===== src/rtl/fp_pack_pkg.sv =====
package fp_pack_pkg;
  localparam int MAN_W     = 23;
  localparam int EXP_STORE = 8;
  localparam int IN_EXP_W  = 10;

  localparam int SIG_W         = MAN_W + 1;
  localparam int EXT_W         = SIG_W + 2;
  localparam int BIAS          = (1 << (EXP_STORE - 1)) - 1;
  localparam int EMIN          = 1 - BIAS;
  localparam int EXP_FIELD_MAX = (1 << EXP_STORE) - 1;
  localparam int OUT_W         = 1 + EXP_STORE + MAN_W;
  localparam int WEXP_W        = IN_EXP_W + 2;
  localparam int SH_W          = $clog2(EXT_W + 1);

  typedef struct packed {
    logic ldAlign;
    logic ldRound;
  } stageStrobes_t;

  typedef struct packed {
    logic                     sign;
    logic                     isZero;
    logic                     tiny;
    logic                     flush;
    logic signed [WEXP_W-1:0] biasedExp;
    logic [SIG_W-1:0]         sig;
    logic                     guard;
    logic                     sticky;
  } alignStage_t;
endpackage


===== src/rtl/fp_denorm_shift.sv =====
module fp_denorm_shift
  import fp_pack_pkg::*;
(
  input  logic [EXT_W-1:0] extIn,
  input  logic [SH_W-1:0]  shAmt,
  output logic [SIG_W-1:0] sigOut,
  output logic             guardOut,
  output logic             stickyOut
);
  logic [EXT_W-1:0] shifted;
  logic [EXT_W-1:0] lostMask;

  assign shifted = extIn >> shAmt;

  // A bit is lost when its position falls below the shift amount.
  for (genvar i = 0; i < EXT_W; i++) begin : gLost
    assign lostMask[i] = extIn[i] & (SH_W'(i) < shAmt);
  end

  assign sigOut    = shifted[EXT_W-1:2];
  assign guardOut  = shifted[1];
  assign stickyOut = shifted[0] | (|lostMask);
endmodule


===== src/rtl/fp_pack_ctrl.sv =====
module fp_pack_ctrl
  import fp_pack_pkg::*;
(
  input  logic          clk,
  input  logic          rstN,
  input  logic          inValid,
  output stageStrobes_t strobes,
  output logic          outValid
);
  logic       alignValid;
  logic       roundValid;
  logic [1:0] warm;

  always_ff @(posedge clk) begin
    if (!rstN) begin
      alignValid <= 1'b0;
      roundValid <= 1'b0;
      warm       <= 2'd0;
    end else begin
      alignValid <= inValid;
      roundValid <= alignValid;
      if (warm != 2'd3) warm <= warm + 2'd1;
    end
  end

  assign strobes.ldAlign = inValid;
  assign strobes.ldRound = alignValid;
  assign outValid        = roundValid;

  AST_FIXED_LATENCY: assert property (@(posedge clk) disable iff (!rstN)
    (warm >= 2'd2) |-> (outValid == $past(inValid, 2)));
endmodule


===== src/rtl/fp_pack_datapath.sv =====
module fp_pack_datapath
  import fp_pack_pkg::*;
(
  input  logic                clk,
  input  logic                rstN,
  input  stageStrobes_t       strobes,
  input  logic                inSign,
  input  logic [IN_EXP_W-1:0] inExp,
  input  logic [SIG_W-1:0]    inSig,
  input  logic                inGuard,
  input  logic                inSticky,
  input  logic                ftzEn,
  output logic [OUT_W-1:0]    outBits,
  output logic                flagOvf,
  output logic                flagUnf,
  output logic                flagInx
);
  localparam logic signed [WEXP_W-1:0] EMIN_W      = WEXP_W'(EMIN);
  localparam logic signed [WEXP_W-1:0] BIAS_W      = WEXP_W'(BIAS);
  localparam logic signed [WEXP_W-1:0] SHIFT_CAP   = WEXP_W'(EXT_W);
  localparam logic signed [WEXP_W-1:0] FIELD_MAX_W = WEXP_W'(EXP_FIELD_MAX);

  // Stage 1: align into subnormal position.
  logic signed [WEXP_W-1:0] expW;
  logic signed [WEXP_W-1:0] shiftRaw;
  logic                     tinyD;
  logic [SH_W-1:0]          shAmt;
  logic [SIG_W-1:0]         shSig;
  logic                     shGuard;
  logic                     shSticky;
  alignStage_t              alignD;
  alignStage_t              alignQ;

  assign expW     = {{(WEXP_W - IN_EXP_W){inExp[IN_EXP_W-1]}}, inExp};
  assign tinyD    = expW < EMIN_W;
  assign shiftRaw = EMIN_W - expW;

  always_comb begin
    if (!tinyD)                  shAmt = '0;
    else if (shiftRaw >= SHIFT_CAP) shAmt = SH_W'(EXT_W);
    else                         shAmt = shiftRaw[SH_W-1:0];
  end

  fp_denorm_shift uShift (
    .extIn    ({inSig, inGuard, inSticky}),
    .shAmt    (shAmt),
    .sigOut   (shSig),
    .guardOut (shGuard),
    .stickyOut(shSticky)
  );

  always_comb begin
    alignD.sign      = inSign;
    alignD.isZero    = ~inSig[SIG_W-1];
    alignD.tiny      = tinyD;
    alignD.flush     = ftzEn & tinyD & inSig[SIG_W-1];
    alignD.biasedExp = tinyD ? '0 : expW + BIAS_W;
    alignD.sig       = shSig;
    alignD.guard     = shGuard;
    alignD.sticky    = shSticky;
  end

  always_ff @(posedge clk) begin
    if (!rstN)                alignQ <= '0;
    else if (strobes.ldAlign) alignQ <= alignD;
  end

  AST_TINY_SHIFTED: assert property (@(posedge clk) disable iff (!rstN)
    alignQ.tiny |-> !alignQ.sig[SIG_W-1]);

  // Stage 2: round once at the final position, then encode.
  logic                     roundUp;
  logic                     lostBits;
  logic [SIG_W:0]           sum;
  logic signed [WEXP_W-1:0] expField;
  logic                     ovfD;
  logic [OUT_W-1:0]         bitsD;
  logic                     ovfFlagD;
  logic                     unfFlagD;
  logic                     inxFlagD;

  assign roundUp  = alignQ.guard & (alignQ.sticky | alignQ.sig[0]);
  assign lostBits = alignQ.guard | alignQ.sticky;
  assign sum      = {1'b0, alignQ.sig} + (SIG_W + 1)'(roundUp);
  assign expField = alignQ.tiny ? WEXP_W'(sum[SIG_W-1])
                                : alignQ.biasedExp + WEXP_W'(sum[SIG_W]);
  assign ovfD     = !alignQ.tiny && (expField >= FIELD_MAX_W);

  always_comb begin
    bitsD    = {alignQ.sign, expField[EXP_STORE-1:0], sum[MAN_W-1:0]};
    ovfFlagD = 1'b0;
    unfFlagD = alignQ.tiny & lostBits;
    inxFlagD = lostBits;
    if (alignQ.isZero) begin
      bitsD    = {alignQ.sign, {(OUT_W-1){1'b0}}};
      unfFlagD = 1'b0;
      inxFlagD = 1'b0;
    end else if (alignQ.flush) begin
      bitsD    = {alignQ.sign, {(OUT_W-1){1'b0}}};
      unfFlagD = 1'b1;
      inxFlagD = 1'b1;
    end else if (ovfD) begin
      bitsD    = {alignQ.sign, {EXP_STORE{1'b1}}, {MAN_W{1'b0}}};
      ovfFlagD = 1'b1;
      inxFlagD = 1'b1;
    end
  end

  always_ff @(posedge clk) begin
    if (!rstN) begin
      outBits <= '0;
      flagOvf <= 1'b0;
      flagUnf <= 1'b0;
      flagInx <= 1'b0;
    end else if (strobes.ldRound) begin
      outBits <= bitsD;
      flagOvf <= ovfFlagD;
      flagUnf <= unfFlagD;
      flagInx <= inxFlagD;
    end
  end

  AST_OVF_INF: assert property (@(posedge clk) disable iff (!rstN)
    flagOvf |-> (outBits[OUT_W-2:0] == {{EXP_STORE{1'b1}}, {MAN_W{1'b0}}}) && flagInx);

  AST_UNF_HAS_INX: assert property (@(posedge clk) disable iff (!rstN)
    flagUnf |-> flagInx);

  AST_FLUSH_ZERO: assert property (@(posedge clk) disable iff (!rstN)
    (strobes.ldRound && alignQ.flush) |=> (outBits[OUT_W-2:0] == '0) && flagUnf && flagInx);
endmodule


===== src/rtl/fp_result_packer.sv =====
module fp_result_packer
  import fp_pack_pkg::*;
(
  input  logic                clk,
  input  logic                rstN,
  input  logic                inValid,
  input  logic                inSign,
  input  logic [IN_EXP_W-1:0] inExp,
  input  logic [SIG_W-1:0]    inSig,
  input  logic                inGuard,
  input  logic                inSticky,
  input  logic                ftzEn,
  output logic                outValid,
  output logic [OUT_W-1:0]    outBits,
  output logic                flagOvf,
  output logic                flagUnf,
  output logic                flagInx
);
  stageStrobes_t strobes;

  fp_pack_ctrl uCtrl (
    .clk     (clk),
    .rstN    (rstN),
    .inValid (inValid),
    .strobes (strobes),
    .outValid(outValid)
  );

  fp_pack_datapath uData (
    .clk     (clk),
    .rstN    (rstN),
    .strobes (strobes),
    .inSign  (inSign),
    .inExp   (inExp),
    .inSig   (inSig),
    .inGuard (inGuard),
    .inSticky(inSticky),
    .ftzEn   (ftzEn),
    .outBits (outBits),
    .flagOvf (flagOvf),
    .flagUnf (flagUnf),
    .flagInx (flagInx)
  );
endmodule


===== config.mk =====
export PLATFORM = sky130hd
export DESIGN_NAME = fp_result_packer
export DESIGN_NICKNAME = d
export VERILOG_FILES = /design/src/rtl/fp_pack_pkg.sv /design/src/rtl/fp_denorm_shift.sv /design/src/rtl/fp_pack_ctrl.sv /design/src/rtl/fp_pack_datapath.sv /design/src/rtl/fp_result_packer.sv
export SDC_FILE = /design/constraint.sdc
export NUM_CORES = 1
export LEC_CHECK = 0
export ABC_AREA = 1
export CAP_MARGIN = 5
export CELL_PAD_IN_SITES_DETAIL_PLACEMENT = 1
export CELL_PAD_IN_SITES_GLOBAL_PLACEMENT = 2
export CORE_UTILIZATION = 30
export DETAILED_ROUTE_END_ITERATION = 7
export DONT_BUFFER_PORTS = 1
export PLACE_DENSITY = 0.84
export SYNTH_ARGS = -nofsm -noshare
export SYNTH_HDL_FRONTEND = slang
export SYNTH_SLANG_ARGS = --single-unit

===== constraint.sdc =====
create_clock -name clk -period 4.4 [get_ports clk]
set_clock_uncertainty 0.2 [all_clocks]
set_input_delay 0.22 -clock clk [delete_from_list [all_inputs] [get_ports clk]]
set_output_delay 0.22 -clock clk [all_outputs]
set_load 0.005 [all_outputs]

==> results.txt, run 1 <==
----------------------------------------------------
[Hold path]
  HP Class ... in -> reg
  Cells on Worst Hold Path ... 4
  Start point of the worst hold path ... inExp[2]

[Global route]
  Total overflow reported by the global router ... 0
  Number of global-route vias before repair ... 6,637
  Initial antenna violation count ... 0
  Wire length of the first global-routing pass ... 34,800 µm
  Overall track demand over capacity in global routing ... 24.1%
  Maximum number of pins on one net before global-route repair ... 43

[Timing]
  Maximum achievable frequency ... 0.195 GHz
  Max-slew violation count ... 0
  Post-route fraction of the period consumed by the critical path ... 116%
  Setup Viol. Count Final ... 33
  Final count of hold timing violations ... 0
  Max_slew headroom ... 50.1%
  Worst-Margin Slew ... 0.747 ns
  Clock period minus worst slack ... 5.12 ns
  Unrepaired setup endpoints after global routing ... yes
  Final Worst Setup Slack ... -0.725 ns
  Setup TNS ... -18.00 ns

[Detailed routing]
  Average via count per standard cell ... 5.26
  WL final ... 23,000 µm
  Vias ... 6,627
  Post-route antenna net violation count ... 0
  Remaining design rule violation count ... 0
  Average detailed-routed wire length per instance ... 18.3 µm
  Pre-Repair DR Iteration Count ... 4
  Violation count after the first detailed-route iteration ... 330

[Clock tree]
  Clock Root Buffer ... sky130_fd_sc_hd__clkbuf_16
  Clock slew at reported path FFs ... 0.07 ns
  TritonCTS clock tree ... built
  Maximum count of clock buffers along a single path ... 2
  Sink Count ... 78
  Worst-skew pair later-pin latency ... 0.35 ns
  Total number of H-tree levels ... 3
  TritonCTS Buffers ... 9

[Power and ir drop]
  Leakage component of the power ... 3.24 nW
  Worst voltage drop across the vdd grid ... 0.236 mV
  NetSw ... 655 µW
  Areal power density over the cells ... 274 nW/µm²
  Switching Fraction ... 33.0%
  Internal power summed over all cells ... 1.33 mW
  Combinational power share ... 24.9%
  Clk network pwr share ... 35.5%
  Sequential power share ... 39.5%

[Finish]
  Number of fill cells in the layout ... 2,329
  Antenna Cells ... 0
  Area Growth Syn to Fin ... 33.0%
  Share of layout cells above drive strength 1 ... 20.4%
  Area of all placed cells without fillers ... 7240 µm²
  Fin nets ... 1,080
  Final Core Density ... 41.3%

[Status]
  Violated checks ... negative setup slack
  Result of the run ... finished with violations

[Synth]
  Number of enable-type register cells in the synthesized netlist ... 0
  Share of flip-flops with an asynchronous set or reset after synthesis ... 0%
  Average cell area after synthesis ... 5.91 µm²
  Synthesized cell area ... 5440 µm²
  Most used DFF post-synth ... sky130_fd_sc_hd__dfxtp_1
  Flop and latch count out of synthesis ... 78
  Sequential element share of the synthesized area ... 28.7%
  Cells after Synth ... 921
  Yosys warnings ... 0
  Number of distinct library cells after synthesis ... 38
  Synthesized net count ... 969

[Floorplanning]
  Std-Cell Core Area ... 17,500 µm²
  Number of placement rows ... 48
  Floorplan die height ... 137 µm
  Die width ... 137 µm
  Die area ... 18,700 µm²
  Io pins ... 77
  Starting Density ... 31.0%

[Placed design]
  Post-placement cell area ... 5880 µm²
  Final estimated routing congestion in global placement ... 0.868
  DPL Wire Length ... 14,400 µm
  Number of input and output port buffers inserted ... 0
  Worst slack after detailed placement ... -0.649 ns

[Setup path]
  CP Depth ... 38
  Start point of the critical path ... uData.alignQ[2]$_SDFFE_PN0P_
  Startpoint of the most critical register-to-register path ... uData.alignQ[2]$_SDFFE_PN0P_
  Cell with the most instances on the worst path ... sky130_fd_sc_hd__buf_4
  Startpoint type of the worst setup path ... flop
  Worst-path maximum fanout ... 3
  Worst R2R Path Depth ... 38
  Slowest cell delay on critical path ... 0.34 ns
  Critical path data arrival time ... 5.19 ns
  Largest delay share family, worst path ... buffers and inverters
  Data required, critical path ... 4.47 ns
  Kind of end point of the critical path ... flop
  Master of the slowest instance on the critical path ... sky130_fd_sc_hd__dfxtp_2
  Setup slack, reg-to-reg ... -0.72 ns
  Crit path buffers/inverters ... 27
  Crit Path Category ... reg -> reg

[Job]
  Count of maximum capacitance violations ... 0

----------------------------------------------------
-- cell usage in the layout, fill, tap and decap left out, drive strengths merged --
cell type | Yosys | routed
nand2 | 274 | 274
buf | 16 | 121
inv | 110 | 110
nor2 | 91 | 91
nand3 | 83 | 83
a21oi | 82 | 82
dfxtp | 78 | 78
o21ai | 72 | 72
nand4 | 16 | 16
o211ai | 16 | 16
dlygate4sd3 | 0 | 15
nor3 | 15 | 15
clkbuf | 20 | 13
xor2 | 10 | 10
ha | 7 | 7
nand3b | 6 | 6
a31oi | 5 | 5
xnor2 | 3 | 3
a22oi | 3 | 3
o21a | 2 | 2
or2 | 2 | 2
o31ai | 2 | 2
mux2i | 2 | 2
clkinv | 1 | 2
o2111ai | 1 | 1
and2 | 1 | 1
nor4 | 1 | 1
o21bai | 1 | 1
a21boi | 1 | 1
-- kinds of logic (layout without fill, tap and decap cells) --
kind of cell	count (synthesis)	count (layout)	synth area share, %
adders and majority gates	7	7	1.61
xor gates and xnor gates	13	13	2.09
AOI/OAI and AO/OA	185	185	18.7
and+or+nand+nor	489	489	38.1
DFF	78	78	28.7
muxes	2	2	0.368
buffers and inverters	147	261	10.5
-- cells in the mapped netlist, types with 2 or more instances --
library cell	instances	share of area [%]
sky130_fd_sc_hd__nand2_1	269	19
sky130_fd_sc_hd__inv_1	100	6.9
sky130_fd_sc_hd__nor2_1	85	5.9
sky130_fd_sc_hd__nand3_1	82	7.5
sky130_fd_sc_hd__a21oi_1	81	7.4
sky130_fd_sc_hd__dfxtp_1	78	29
sky130_fd_sc_hd__o21ai_0	42	3.9
sky130_fd_sc_hd__o21ai_1	29	2.7
sky130_fd_sc_hd__clkbuf_1	20	1.4
sky130_fd_sc_hd__nand4_1	16	1.8
sky130_fd_sc_hd__o211ai_1	16	2.2
sky130_fd_sc_hd__buf_2	15	1.4
sky130_fd_sc_hd__nor3_1	15	1.4
sky130_fd_sc_hd__inv_2	10	0.69
sky130_fd_sc_hd__xor2_1	10	1.6
sky130_fd_sc_hd__ha_1	7	1.6
sky130_fd_sc_hd__nand3b_1	6	0.83
sky130_fd_sc_hd__a31oi_1	5	0.57
sky130_fd_sc_hd__nor2_2	5	0.57
sky130_fd_sc_hd__nand2_2	4	0.46
sky130_fd_sc_hd__a22oi_1	3	0.41
sky130_fd_sc_hd__xnor2_1	3	0.48
sky130_fd_sc_hd__mux2i_1	2	0.37
sky130_fd_sc_hd__o21a_1	2	0.28
sky130_fd_sc_hd__o31ai_1	2	0.28
sky130_fd_sc_hd__or2_2	2	0.23
-- timing repair --
action | in CTS | in global routing
gates cloned | 2 | 0
setup endpoints to repair | 33 | 33
hold buffers | 15 | 0
pin swaps | 10 | 15
gates resized for setup | 44 | 27
buffers inserted | 70 | 12
endpoints found under the hold margin | 26 | 0
-- per-layer routing --
metal | part of all wire [%] | global-route usage (%) | vias to the layer above
met1 | 45 | 31.3 | 3155
met3 | 5.2 | 4.89 | 53
met4 | 2.6 | 8.89 | 0
met5 | 0 | 0 | -
met2 | 47 | 39.1 | 193
li1 | - | - | 3226
-- final timing paths --
path,endpoint
worst max register to register,uData.outBits[8]$_SDFFE_PN0P_
worst max-delay path,uData.outBits[8]$_SDFFE_PN0P_
worst min-delay path,uData.alignQ[28]$_SDFFE_PN0P_
worst min register to register,uCtrl.outValid$_SDFF_PN0_
-- state kept, by name, indices dropped and copies added (netlist names) --
register / count
uData.flagOvf: 1
uCtrl.alignValid: 1
uCtrl.outValid: 1
uData.flagUnf: 1
uData.alignQ: 41
uData.outBits: 32
uData.flagInx: 1
-- power by group through the flow --
stage	Sequential [mW]	Combinational, mW	Clock (mW)
6_report	0.786	0.495	0.706
5_1_grt	0.790	0.545	0.744
4_1_cts	0.779	0.474	0.711
3_5_place_dp	0.793	0.432	0
3_3_place_gp	0.791	0.428	0
2_1_floorplan	0.783	0.312	0
-- per-stage QoR --
stage	power (mW)	cells	hold WS [ns]
detailed placement	1.22	1149	0.125
finish	1.99	1260	0.0152
floorplan	1.09	921	0.155
global route	2.08	1260	0.0356
CTS	1.96	1248	0.0109
global placement	1.22	1149	0.120
-- tightest hold or removal path, delay by kind of cell --
family | cells | cell delay [ns]
AO/OA/AOI/OAI | 2 | 0.19
buffers and inverters | 1 | 0.02
AND/OR/NAND/NOR | 1 | 0.08
-- area by class of cell --
cell class	instances	area (µm²)	share of cell area (%)
Sequential cell	78	1570	21.6
Clock buffer	13	270	3.73
Timing Repair Buffer	136	1130	15.7
Clock inverter	1	5.00	0.0691
Multi-Input combinational cell	696	3570	49.3
Tap cell	225	282	3.89
Inverter	111	417	5.75
(Power assumes the default switching activity.)
==> inputs of run 2 (changes only) <==
- CORE_UTILIZATION: 30 -> 34
- PLACE_DENSITY: 0.84 -> 0.89
- clock period: 4.4 -> 4.9 ns (I/O delays scaled with it)
==> run 2 against run 1 <==
Cell count down 8.1%. Highest routed layer unchanged. Wire length down 16%. Total power down 11%. Worst setup slack better by 0.50 ns. Final area down 10%. Global-route usage down 1.5 points. Flip-flop and latch count unchanged. The run still ends with negative setup slack left. Clock-buffer cell count unchanged. Worst hold slack better by 0.0049 ns. Critical endpoint is now uData.outBits[4]$_SDFFE_PN0P_. Clock power down 8.6%.
==> results.txt, run 2 (synthesis gave the netlist of run 1 again) <==
----------------------------------------------------
[Placed design]
  DPL Wire Length ... 14,000 µm (was 14,400 µm)
  Final estimated routing congestion in global placement ... 0.923 (was 0.868)
  Number of cells after detailed placement ... 1,118 (was 1,149)
  Number of input and output port buffers inserted ... 0 (unchanged)
  Worst slack after detailed placement ... -0.203 ns (was -0.649 ns)

[Power and ir drop]
  Areal power density over the cells ... 271 nW/µm² (was 274 nW/µm²)
  Final Power ... 1.76 mW (was 1.99 mW)
  Leakage component of the power ... 2.85 nW (was 3.24 nW)
  Worst voltage drop across the vdd grid ... 0.149 mV (was 0.236 mV)

[Timing]
  Max-slew violation count ... 0 (unchanged)
  Setup Viol. Count Final ... 23 (was 33)
  Final count of hold timing violations ... 0 (unchanged)
  Max_slew headroom ... 58.6% (was 50.1%)
  Final Hold Slack ... 0.0201 ns (was 0.0152 ns)
  Worst-Margin Slew ... 0.620 ns (was 0.747 ns)
  Final Worst Setup Slack ... -0.223 ns (was -0.725 ns)
  Maximum achievable frequency ... 0.195 GHz (about the same)
  Clock period minus worst slack ... 5.12 ns (about the same)
  Post-route fraction of the period consumed by the critical path ... 105% (was 116%)
  Unrepaired setup endpoints after global routing ... yes (unchanged)

[Finish]
  Most common library cell in the layout ignoring fill and taps ... sky130_fd_sc_hd__nand2_1 (unchanged)
  Number of flip-flops under the largest register name ... 41 (unchanged)
  Fin nets ... 990 (was 1,080)
  Register name with the most flops ... uData.alignQ (unchanged)
  Area Growth Syn to Fin ... 19.5% (was 33.0%)
  Most frequent cells in the layout ... sky130_fd_sc_hd__nand2_1 (259), sky130_fd_sc_hd__inv_1 (98), sky130_fd_sc_hd__nor2_1 (78) (was sky130_fd_sc_hd__nand2_1 (257), sky130_fd_sc_hd__buf_4 (114), sky130_fd_sc_hd__inv_1 (97))
  Leading registers by flop count ... uData.alignQ (41), uData.outBits (32) (unchanged)
  Number of fill cells in the layout ... 2,124 (was 2,329)
  Final Core Density ... 42.2% (was 41.3%)
  Antenna Cells ... 0 (unchanged)
  Share of layout cells above drive strength 1 ... 13.1% (was 20.4%)
  Post-Layout Cell Count ... 1,158 (was 1,260)

[Status]
  Result of the run ... finished with violations (unchanged)
  Violated checks ... negative setup slack (unchanged)

[Detailed routing]
  WL final ... 19,300 µm (was 23,000 µm)
  Remaining design rule violation count ... 0 (unchanged)
  Post-route antenna net violation count ... 0 (unchanged)
  Average detailed-routed wire length per instance ... 16.7 µm (was 18.3 µm)
  Average via count per standard cell ... 5.26 (about the same)
  Vias ... 6,086 (was 6,627)
  Pre-Repair DR Iteration Count ... 5 (was 4)
  Violation count after the first detailed-route iteration ... 360 (was 330)

[Clock tree]
  Total number of H-tree levels ... 3 (unchanged)
  Clock Root Buffer ... sky130_fd_sc_hd__clkbuf_16 (unchanged)
  Worst-skew pair later-pin latency ... 0.34 ns (was 0.35 ns)
  TritonCTS Buffers ... 9 (unchanged)
  Maximum count of clock buffers along a single path ... 2 (unchanged)
  Clock slew at reported path FFs ... 0.06 ns (was 0.07 ns)
  Sink Count ... 78 (unchanged)
  TritonCTS clock tree ... built (unchanged)

[Setup path]
  Kind of end point of the critical path ... flop (unchanged)
  Critical path data arrival time ... 5.17 ns (was 5.19 ns)
  Worst R2R Path Depth ... 31 (was 38)
  Master of the slowest instance on the critical path ... sky130_fd_sc_hd__dfxtp_2 (unchanged)
  Data required, critical path ... 4.95 ns (was 4.47 ns)
  Slowest cell delay on critical path ... 0.34 ns (about the same)
  Worst-path maximum fanout ... 6 (was 3)
  Startpoint type of the worst setup path ... flop (unchanged)
  Crit Path Category ... reg -> reg (unchanged)
  Cell with the most instances on the worst path ... sky130_fd_sc_hd__nor2_4 (was sky130_fd_sc_hd__buf_4)

[Global route]
  Initial antenna violation count ... 0 (unchanged)
  Maximum number of pins on one net before global-route repair ... 49 (was 43)
  Total overflow reported by the global router ... 0 (unchanged)
  Global routing usage on met2 ... 34.8% (was 39.1%)
  Wire length of the first global-routing pass ... 29,800 µm (was 34,800 µm)
  Global routing met1 resource utilization ... 31.7% (was 31.3%)
  Overall track demand over capacity in global routing ... 22.6% (was 24.1%)
  Most used routing layer ... met2 (unchanged)
  Number of global-route vias before repair ... 5,981 (was 6,637)
  GR Layer Usage met3 ... 3.45% (was 4.89%)

[Floorplanning]
  Io pins ... 77 (unchanged)
  Starting Density ... 35.3% (was 31.0%)
  Die area ... 16,500 µm² (was 18,700 µm²)
  Std-Cell Core Area ... 15,400 µm² (was 17,500 µm²)
  Floorplan die height ... 129 µm (was 137 µm)
  Die width ... 129 µm (was 137 µm)
  Number of placement rows ... 45 (was 48)

[Hold path]
  HP Class ... in -> reg (unchanged)
  Cells on Worst Hold Path ... 3 (was 4)

[Job]
  Count of maximum capacitance violations ... 0 (unchanged)

----------------------------------------------------
run 2: worst paths after layout:
check                          startpoint                            end  slack (ns)
max          uData.alignQ[2]$_SDFFE_PN0P_  uData.outBits[4]$_SDFFE_PN0P_       -0.22
max reg2reg  uData.alignQ[2]$_SDFFE_PN0P_  uData.outBits[4]$_SDFFE_PN0P_       -0.22
min                              inExp[2]  uData.alignQ[28]$_SDFFE_PN0P_        0.02
min reg2reg   uCtrl.alignValid$_SDFF_PN0_      uCtrl.outValid$_SDFF_PN0_        0.25
run 2: report_power, final:
group / switching (mW) / total [mW] / leakage (nW) / internal [mW]
Clock: 0.262 / 0.645 / 0.142 / 0.383
Sequential: 0.0332 / 0.703 / 0.638 / 0.669
Combinational: 0.282 / 0.415 / 2.07 / 0.133
run 2: layout make-up:
class                           instances  area, µm²  share of cell area, %
Clock inverter                          3       17.5                  0.269
Clock buffer                           13        270                   4.15
Sequential cell                        78       1560                   24.0
Multi-Input combinational cell        696       3550                   54.6
Tap cell                              211        264                   4.06
Inverter                              111        417                   6.40
Timing Repair Buffer                   46        424                   6.52
run 2: timing repair:
item,CTS,global route
cloned,0,3
pin swaps,0,28
hold buffers,11,0
setup buffers,0,10
gates resized for setup,7,56
endpoints found under the hold margin,23,0
setup endpoints to repair,32,33
run 2: stage by stage:
stage / area, µm² / setup TNS [ns]
detailed placement: 5730 / -5.38
floorplan: 5440 / 0
global route: 6510 / -13.90
CTS: 6160 / 0
global placement: 5730 / 0
finish: 6510 / -2.03
run 2: worst max-delay path: cells and delay by family, from the launching register on:
kind	cells	cell delay, ns
compound gates	3	0.44
xor+xnor	1	0.18
fa+ha+maj	3	0.59
buf+inv	3	0.36
flops	1	0.34
simple gates	21	2.89
run 2: routing by layer:
metal	routed length, µm	share of wire [%]
met5	0	0
met4	463	2.4
met3	1090	5.6
met2	8620	45
met1	9170	47
